[src/rtl/sdm_pkg.sv]
package sdm_pkg;
  localparam int CHAR_W = 10;
  // negative running disparity comma, bit 9 received first
  localparam logic [CHAR_W-1:0] COMMA_NEG = 10'b0011111010;
endpackage

[src/rtl/sdm_amp_sync.sv]
module sdm_amp_sync #(
  parameter int STAGES = 2
) (
  input  logic clk_i,
  input  logic rst_ni,
  input  logic d_i,
  output logic q_o
);
  logic [STAGES-1:0] sr_q;

  always_ff @(posedge clk_i or negedge rst_ni) begin
    if (!rst_ni) sr_q <= '0;
    else         sr_q <= {sr_q[STAGES-2:0], d_i};
  end

  assign q_o = sr_q[STAGES-1];
endmodule

[src/rtl/sdm_char_check.sv]
module sdm_char_check
  import sdm_pkg::*;
#(
  parameter int LANES = 2
) (
  input  logic [LANES*CHAR_W-1:0] chars_i,
  input  logic                    vld_i,
  output logic                    bad_o,
  output logic                    comma_o
);
  logic [LANES-1:0] zero_w, ones_w, comma_w;

  for (genvar l = 0; l < LANES; l++) begin : g_lane
    logic [CHAR_W-1:0] ch;
    assign ch         = chars_i[l*CHAR_W +: CHAR_W];
    assign zero_w[l]  = (ch == '0);
    assign ones_w[l]  = &ch;
    assign comma_w[l] = (ch == COMMA_NEG);
  end

  assign bad_o   = vld_i & ((|zero_w) | (|ones_w));
  assign comma_o = vld_i & (|comma_w);
endmodule

[src/rtl/sdm_comma_window.sv]
module sdm_comma_window #(
  parameter int LANES  = 2,
  parameter int WINDOW = 65560
) (
  input  logic clk_i,
  input  logic rst_ni,
  input  logic vld_i,
  input  logic comma_i,
  output logic expired_o
);
  localparam int CW = $clog2(WINDOW + LANES + 1);

  logic [CW-1:0] cnt_q;
  logic          exp_q;

  assign exp_q = (cnt_q >= CW'(WINDOW));

  // saturates: stops counting once expired
  always_ff @(posedge clk_i or negedge rst_ni) begin
    if (!rst_ni)               cnt_q <= '0;
    else if (comma_i)          cnt_q <= '0;
    else if (vld_i && !exp_q)  cnt_q <= cnt_q + CW'(LANES);
  end

  assign expired_o = exp_q;
endmodule

[src/rtl/sdm_eval_period.sv]
module sdm_eval_period #(
  parameter int EVAL_CLKS = 4
) (
  input  logic clk_i,
  input  logic rst_ni,
  input  logic fail_i,
  output logic sig_o
);
  localparam int PW = $clog2(EVAL_CLKS);

  logic [PW-1:0] ph_q;
  logic          acc_q, sig_q, last_w;

  assign last_w = (ph_q == PW'(EVAL_CLKS - 1));

  always_ff @(posedge clk_i or negedge rst_ni) begin
    if (!rst_ni) begin
      ph_q  <= '0;
      acc_q <= 1'b0;
      sig_q <= 1'b0;
    end else if (last_w) begin
      ph_q  <= '0;
      acc_q <= 1'b0;
      sig_q <= !(acc_q | fail_i);
    end else begin
      ph_q  <= ph_q + PW'(1);
      acc_q <= acc_q | fail_i;
    end
  end

  assign sig_o = sig_q;
endmodule

[src/rtl/sig_detect_mon.sv]
module sig_detect_mon
  import sdm_pkg::*;
#(
  parameter int LANES        = 2,
  parameter int EVAL_CLKS    = 4,
  parameter int COMMA_WINDOW = 65560,
  parameter int SYNC_STAGES  = 2
) (
  input  logic                    clk_i,
  input  logic                    rst_ni,
  input  logic [LANES*CHAR_W-1:0] char_i,
  input  logic                    char_vld_i,
  input  logic                    amp_ok_i,
  output logic                    sig_det_o
);
  logic amp_ok_s, bad_w, comma_w, expired_w, fail_w;

  sdm_amp_sync #(.STAGES(SYNC_STAGES)) u_sync (
    .clk_i (clk_i),
    .rst_ni(rst_ni),
    .d_i   (amp_ok_i),
    .q_o   (amp_ok_s)
  );

  sdm_char_check #(.LANES(LANES)) u_chk_chars (
    .chars_i(char_i),
    .vld_i  (char_vld_i),
    .bad_o  (bad_w),
    .comma_o(comma_w)
  );

  sdm_comma_window #(.LANES(LANES), .WINDOW(COMMA_WINDOW)) u_win (
    .clk_i    (clk_i),
    .rst_ni   (rst_ni),
    .vld_i    (char_vld_i),
    .comma_i  (comma_w),
    .expired_o(expired_w)
  );

  assign fail_w = !amp_ok_s | bad_w | expired_w;

  sdm_eval_period #(.EVAL_CLKS(EVAL_CLKS)) u_eval (
    .clk_i (clk_i),
    .rst_ni(rst_ni),
    .fail_i(fail_w),
    .sig_o (sig_det_o)
  );
endmodule

[config.mk]
export PLATFORM = sky130hd
export DESIGN_NAME = sig_detect_mon
export DESIGN_NICKNAME = d
export VERILOG_FILES = /design/src/rtl/sdm_pkg.sv /design/src/rtl/sdm_amp_sync.sv /design/src/rtl/sdm_char_check.sv /design/src/rtl/sdm_comma_window.sv /design/src/rtl/sdm_eval_period.sv /design/src/rtl/sig_detect_mon.sv
export SDC_FILE = /design/constraint.sdc
export NUM_CORES = 1
export LEC_CHECK = 0
export ABC_AREA = 1
export BUFFER_PORTS_ARGS = -buffer_cell sky130_fd_sc_hd__buf_4
export CORE_MARGIN = 2
export CORE_UTILIZATION = 45
export CTS_CLUSTER_DIAMETER = 60
export DETAILED_ROUTE_END_ITERATION = 8
export PLACE_DENSITY = 0.7
export SYNTH_ARGS = -nofsm -noshare
export SYNTH_HDL_FRONTEND = slang
export SYNTH_SLANG_ARGS = --single-unit
export TNS_END_PERCENT = 30
[constraint.sdc]
create_clock -name clk_i -period 2.2 [get_ports clk_i]
set_input_delay 0.55 -clock clk_i [delete_from_list [all_inputs] [get_ports clk_i]]
set_output_delay 0.55 -clock clk_i [all_outputs]
set_load 0.005 [all_outputs]
Word level (Yosys, flattened, before mapping)
Index checks and enable logic that the tools add are counted.
{"block": "classes", "bitwise_logic": 6, "n_lt_le_gt_ge": 1, "n_eq_ne": 3, "reduce_logical": 12, "add_sub_neg": 2, "mux": 4}
{"op": "two-way mux 17 bit", "count": 2}
{"op": "equality test 10 x 8 -> 1 bit (second input constant)", "count": 2}
{"op": "zero test 10 bit", "count": 2}
{"op": "AND reduction 10 bit", "count": 2}
{"op": "adder 17 x 2 -> 17 bit (second input constant)", "count": 1}
{"op": ">= comparator 17 bit (second input constant)", "count": 1}
{"op": "OR reduction 2 bit", "count": 3}
{"op": "OR 1 bit", "count": 4}
{"op": "zero test 1 bit", "count": 3}
{"op": "adder 2 x 1 -> 2 bit (second input constant)", "count": 1}
{"op": "bitwise AND 1 bit", "count": 2}
{"op": "equality test 2 bit (second input constant)", "count": 1}
{"op": "two-way mux 2 bit", "count": 1}
{"op": "nonzero test 2 bit", "count": 1}
{"op": "logical AND 1 bit", "count": 1}
{"op": "two-way mux 1 bit", "count": 1}
{"block": "totals", "in_bits": 24, "ff_bits": 23, "word_cells": 33, "out_inout_bits": 1}

Longest topological paths before layout
{"block": "logic_depth", "word_depth": 8, "mapped_depth": 10, "ltp_nobuf": 9}

Hierarchy
Synthesis repeated with hierarchy kept, for this count alone.
{"block": "unflattened", "cells_unflattened": 231, "area_unflattened_um2": 1515.2}
{"module": "sdm_comma_window", "cells_per_inst": 170, "seq_area_each_um2": 400.4, "area_per_inst_um2": 1124.8, "n_inst": 1}
{"module": "sdm_char_check", "cells_per_inst": 44, "seq_area_each_um2": 0.0, "area_per_inst_um2": 186.4, "n_inst": 1}
{"module": "sdm_eval_period", "cells_per_inst": 12, "seq_area_each_um2": 100.1, "area_per_inst_um2": 141.4, "n_inst": 1}
{"module": "sdm_amp_sync", "cells_per_inst": 2, "seq_area_each_um2": 50.0, "area_per_inst_um2": 50.0, "n_inst": 1}
{"module": "sig_detect_mon", "cells_per_inst": 3, "seq_area_each_um2": 0.0, "area_per_inst_um2": 12.5, "n_inst": 1}

Worst setup path after synthesis
OpenSTA, ideal clock, no wires.
{"block": "synth_timing", "kind": "input to register", "startpoint": "input port char_i[19]", "endpoint": "register u_win.cnt_q[12]", "path_stages": 8, "n_path_buf": 1, "slack_ns": 0.753, "arrival_time_ns": 1.329, "path_cell_list": "nor2_1 > and3_1 > nand2_1 > nand2_1 > nand2_2 > buf_2 > nand3_1 > nand2_1"}
{"block": "synth_between", "elab_chain_len": 4, "word_cells_on_any_way": 5}
{"item": "start, declared", "line_no": "sig_detect_mon.sv:11", "text": "input logic [LANES*CHAR_W-1:0] char_i,"}
{"item": "equality test 10 x 8 -> 1 bit (*)", "line_no": "sdm_char_check.sv:18", "text": "assign comma_w[l] = (ch == COMMA_NEG);"}
{"item": "OR reduction 2 bit (*)", "line_no": "sdm_char_check.sv:22", "text": "assign comma_o = vld_i & (|comma_w);"}
{"item": "bitwise AND 1 bit (*)", "line_no": "sdm_char_check.sv:22"}
{"item": "two-way mux 17 bit or nonzero test 2 bit (tied branches)"}
{"item": "end signal, assigned", "line_no": "sdm_comma_window.sv:22", "text": "else if (vld_i && !exp_q) cnt_q <= cnt_q + CW'(LANES);"}
{"item": "end, declared", "line_no": "sdm_comma_window.sv:13", "text": "logic [CW-1:0] cnt_q;"}
Every way passes the cells marked *; elsewhere a longest branch is shown, timed or not.
A chain may end at the register's enable or synchronous reset.

Worst setup path in the final report
{"block": "layout_timing", "startpoint": "register u_win.cnt_q[12]", "endpoint": "register u_win.cnt_q[7]"}
{"block": "layout_between", "elab_chain_len": 4}
{"item": ">= comparator 17 bit", "line_no": "sdm_comma_window.sv:16", "text": "assign exp_q = (cnt_q >= CW'(WINDOW));"}
{"item": "zero test 1 bit", "line_no": "sdm_comma_window.sv:22"}
{"item": "logical AND 1 bit", "line_no": "sdm_comma_window.sv:22"}
{"item": "nonzero test 2 bit (no source line)"}
Every way passes these cells.

==> summary by stage <==
Critical path
At the worst endpoint, the required time is ~2.5 ns. The family with the most delay on the worst path is simple AND/OR/NAND/NOR gates. The register-to-register path setup slack is 0.65 ns. The cell count of the worst reg-to-reg path is 9. For this design, the slowest cell found on the critical path is dfrtp_1. STA puts the critical path data arrival time at 1.80 ns. In this run the worst setup path begins at u_win.cnt_q[12]. By startpoint and endpoint, the worst setup path is classified as flip-flop to flip-flop. The signal on the critical path passes through nor2_1 > nand3_1 > nor2_1 > nand2_1 > nand2_2 > nand2_4 > inv_4 > nand3_1 > nand2_1. In this run the worst path has a maximum fanout of 16. STA classifies the critical path startpoint as a flip-flop. The total buffers and inverters traversed by the critical path is 1. On the worst path, the slowest cell contributes a delay of a little under 0.5 ns. The critical path runs through a total of 9 cells. The startpoint identified for the worst register-to-register timing path is u_win.cnt_q[12]. Following the worst setup path forward leads to its endpoint at u_win.cnt_q[7]. The endpoint of the worst register-to-register path is u_win.cnt_q[7]. The worst setup path is captured at a flip-flop.

Floorplan
For this configuration, the core starts out at a cell density of 46.3%. The floorplan step set the die height to 62.3 um. The x dimension of the die is 62.3 um.

In this run the count of I/O pins placed on the die edge is 25. The initialized floorplan defines 21 standard-cell rows. The area enclosed by the die boundary is 3890 um^2. The core region is 3310 um^2.

Hold path
The path type of the worst min-delay path is input pin to asynchronous set/reset pin.

Synth
nand2_1 is the most common cell in the netlist. The mean instance size in the synthesized netlist is 6.63 um^2. The largest area contributor in the netlist is dfrtp_1. The most used flip-flop cell after synthesis is dfrtp_1. The number of standard cells after synthesis is 231. Yosys attributes the largest share of cell area to dfrtp_1, nand2_1, nand3_1. In the synthesized netlist the async set-or-reset flop fraction comes to 100%. Synthesis inferred 22 register bits.

Of the post-synthesis cell area, the dominant cell type holds 35.9%. The number of flops mapped to enable cells by yosys is 0. The net count after synthesis is 257. By count the netlist is led by nand2_1, nand3_1, nor2_1. The sequential share of the synthesized area is 35.9%.

The netlist uses 22 different library cells. For this run, the number of Yosys warnings is 0. The cell area that synthesis handed to floorplanning was 1530 um^2.

Drt
Summing over every cut layer, the via total after detailed routing is 1,512. For this block, the routed nets add up to 3310 um of wire. Once detail routing completed, the nets flagged for antenna violations numbered 0. The number of DRC markers after the initial detailed-route iteration is 67.

The number of remaining DRC errors is 0. The detailed-router iteration count before antenna repair is 4. The average routed wire per standard cell is 11.0 um. The routed via count divided by cell count is 5.02.

Clock network
The cell at the root of the clock tree is clkbuf_4. The clock-pin slew on the worst setup and hold paths is around 0.13 ns. The post-cts resize count is 0. Buffers inserted to repair hold after CTS numbered 0. Buffers added to address setup during post-CTS repair amount to 0. In this run, CTS created clock tree buffers numbering 3. TritonCTS built the clock tree.

The maximum level of the CTS H-tree is 1. CTS saw 22 sinks. The later pin in the worst-skew pair is clocked with a latency of between 0.3 and 0.4 ns. The number of buffers on the longest clock path is 2.

STA
The final critical-path share of the clock period is between 70 and 80%. Summed over all failing endpoints, the final setup total negative slack is 0 ns. Measured against its own limit, the worst slew margin works out to a little under three quarters. Setup violations remaining at the end of the flow were counted as 0.

Between clock sinks in the finished design, the worst skew comes to 0.00961 ns. The final number of hold-violating endpoints is 0. Setup repair after global routing left no endpoint under its margin. The final-report max-slew violation count is 0. The slew at the pin closest to its max-slew limit is 0.425 ns. Counting I/O delays and the setup requirement, the final critical path takes 1.55 ns. Timing would allow up to between 600 and 700 MHz.

Global route
The via count of the first global-routing pass is 1,429. The met2 track utilization from global routing is 30.8%. In the global route stage, met3 resource usage came out at 4.17%. The combined global-route utilization of all metal layers is about a fifth.

The met1 track demand over resource is between 20% and 30%. met2 is the most crowded layer. The remaining global-route overflow is 0. The number of antenna violations at the first check in global routing is 0. The first-pass GRT wire length is roughly 6100 um. Entering global routing, the biggest net connects 23 pins.

Layout
After routing the design area is roughly 1800 um^2. The number of fill cells in the layout is 350. The net count of the finished layout is 282. The fraction of layout instances using a drive strength above 1 is a little over an eighth. The diode insertion count for antenna repair is 0. From synthesis to final layout, the design area changed by 16.0%.

Power and ir drop
The power per standard cell area is 543 nW/um^2. After layout, the design draws a total of 0.964 mW. The maximum resistive drop on vdd is 0.466 mV. Summed over all cells, the static leakage comes to 0.918 nW.

Place
The post-detailed-placement half-perimeter wirelength is 2510 um. At the end of routability-driven placement, the weighted congestion stood at 0.929. The quantity of I/O buffers inserted on ports is 24.

The placement-stage cell area is 1740 um^2.

Status
The flow ran to the end, and the final reports show no timing, DRC or antenna violations.

Job
Across the run, the number of max-cap violations was 0.
-- metrics by stage --
stage	setup slack (ns)	utilization, %	hold WS [ns]	instances
after floorplan	0.753	-	0.254	231
after global placement	0.541	52.6	0.338	297
after detailed placement	0.528	52.6	0.341	297
after CTS	0.648	53.7	0.101	301
after global routing	0.526	53.7	0.105	301
final	0.651	53.7	0.0938	301
-- flip-flops by register name (all words and copies together) (netlist names) --
signal / flops
u_eval.ph_q: 2
u_eval.acc_q: 1
u_eval.sig_o: 1
u_win.cnt_q: 16
u_sync.sr_q: 2
-- per-layer routing --
metal / share of wire, % / wire length (um)
met1: 50 / 1640
met5: 0 / 0
met4: 0.51 / 17
met2: 45 / 1480
met3: 5.1 / 168
-- worst min-delay path by stage --
stage / from / end / slack, ns / cells after the start
after global placement: u_sync.sr_q[0] / u_sync.sr_q[1] / 0.34 / 0
final: rst_ni / u_win.cnt_q[3] / 0.09 / 1
after CTS: rst_ni / u_win.cnt_q[4] / 0.10 / 1
after detailed placement: u_sync.sr_q[0] / u_sync.sr_q[1] / 0.34 / 0
after floorplan: rst_ni / u_eval.acc_q / 0.25 / 0
after global routing: rst_ni / u_win.cnt_q[4] / 0.11 / 1
-- power breakdown --
| part | total [mW] | internal [mW] | switching, mW |
|---|---|---|---|
| logic | 0.229 | 0.107 | 0.122 |
| clock network | 0.226 | 0.101 | 0.125 |
| registers | 0.509 | 0.446 | 0.0629 |
-- logic make-up (layout without fill, tap and decap cells) --
family / count (synthesis) / in the layout / share of synthesized area (%)
simple gates: 170 / 170 / 49.8
compound gates: 3 / 3 / 0.980
fa+ha+maj: 2 / 2 / 1.63
flops: 22 / 22 / 35.9
buf+inv: 27 / 51 / 7.68
xor+xnor: 7 / 7 / 4.00
-- cells in the final DEF, fill, tap and decap left out --
| cell | netlist | layout |
|---|---|---|
| dfrtp_1 | 22 | 22 |
| xor2_1 | 6 | 6 |
| nand2_2 | 2 | 2 |
| nor2_1 | 37 | 37 |
| clkbuf_8 | 0 | 1 |
| nor3b_1 | 1 | 1 |
| nand2_4 | 1 | 1 |
| clkbuf_4 | 0 | 3 |
| and3_1 | 1 | 1 |
| inv_4 | 1 | 1 |
| a21oi_1 | 3 | 3 |
| inv_1 | 21 | 21 |
| nand4_1 | 6 | 6 |
| nand3_1 | 40 | 40 |
| nor2_2 | 2 | 2 |
| clkinv_1 | 1 | 1 |
| buf_4 | 1 | 24 |
| nand3b_1 | 8 | 8 |
| nand2_1 | 68 | 68 |
| ha_1 | 2 | 2 |
| xnor2_1 | 1 | 1 |
| nor3_1 | 4 | 4 |
-- final cells by class --
type | instances | area [um^2] | share of cell area [%]
clock buffer | 4 | 36.3 | 2.04
inverter | 23 | 88.8 | 5.00
multi-input combinational | 182 | 863 | 48.6
sequential | 22 | 551 | 31.0
tap | 46 | 57.6 | 3.24
timing repair buffer | 24 | 180 | 10.1
No activity file was read; power rests on OpenSTA's default activity.
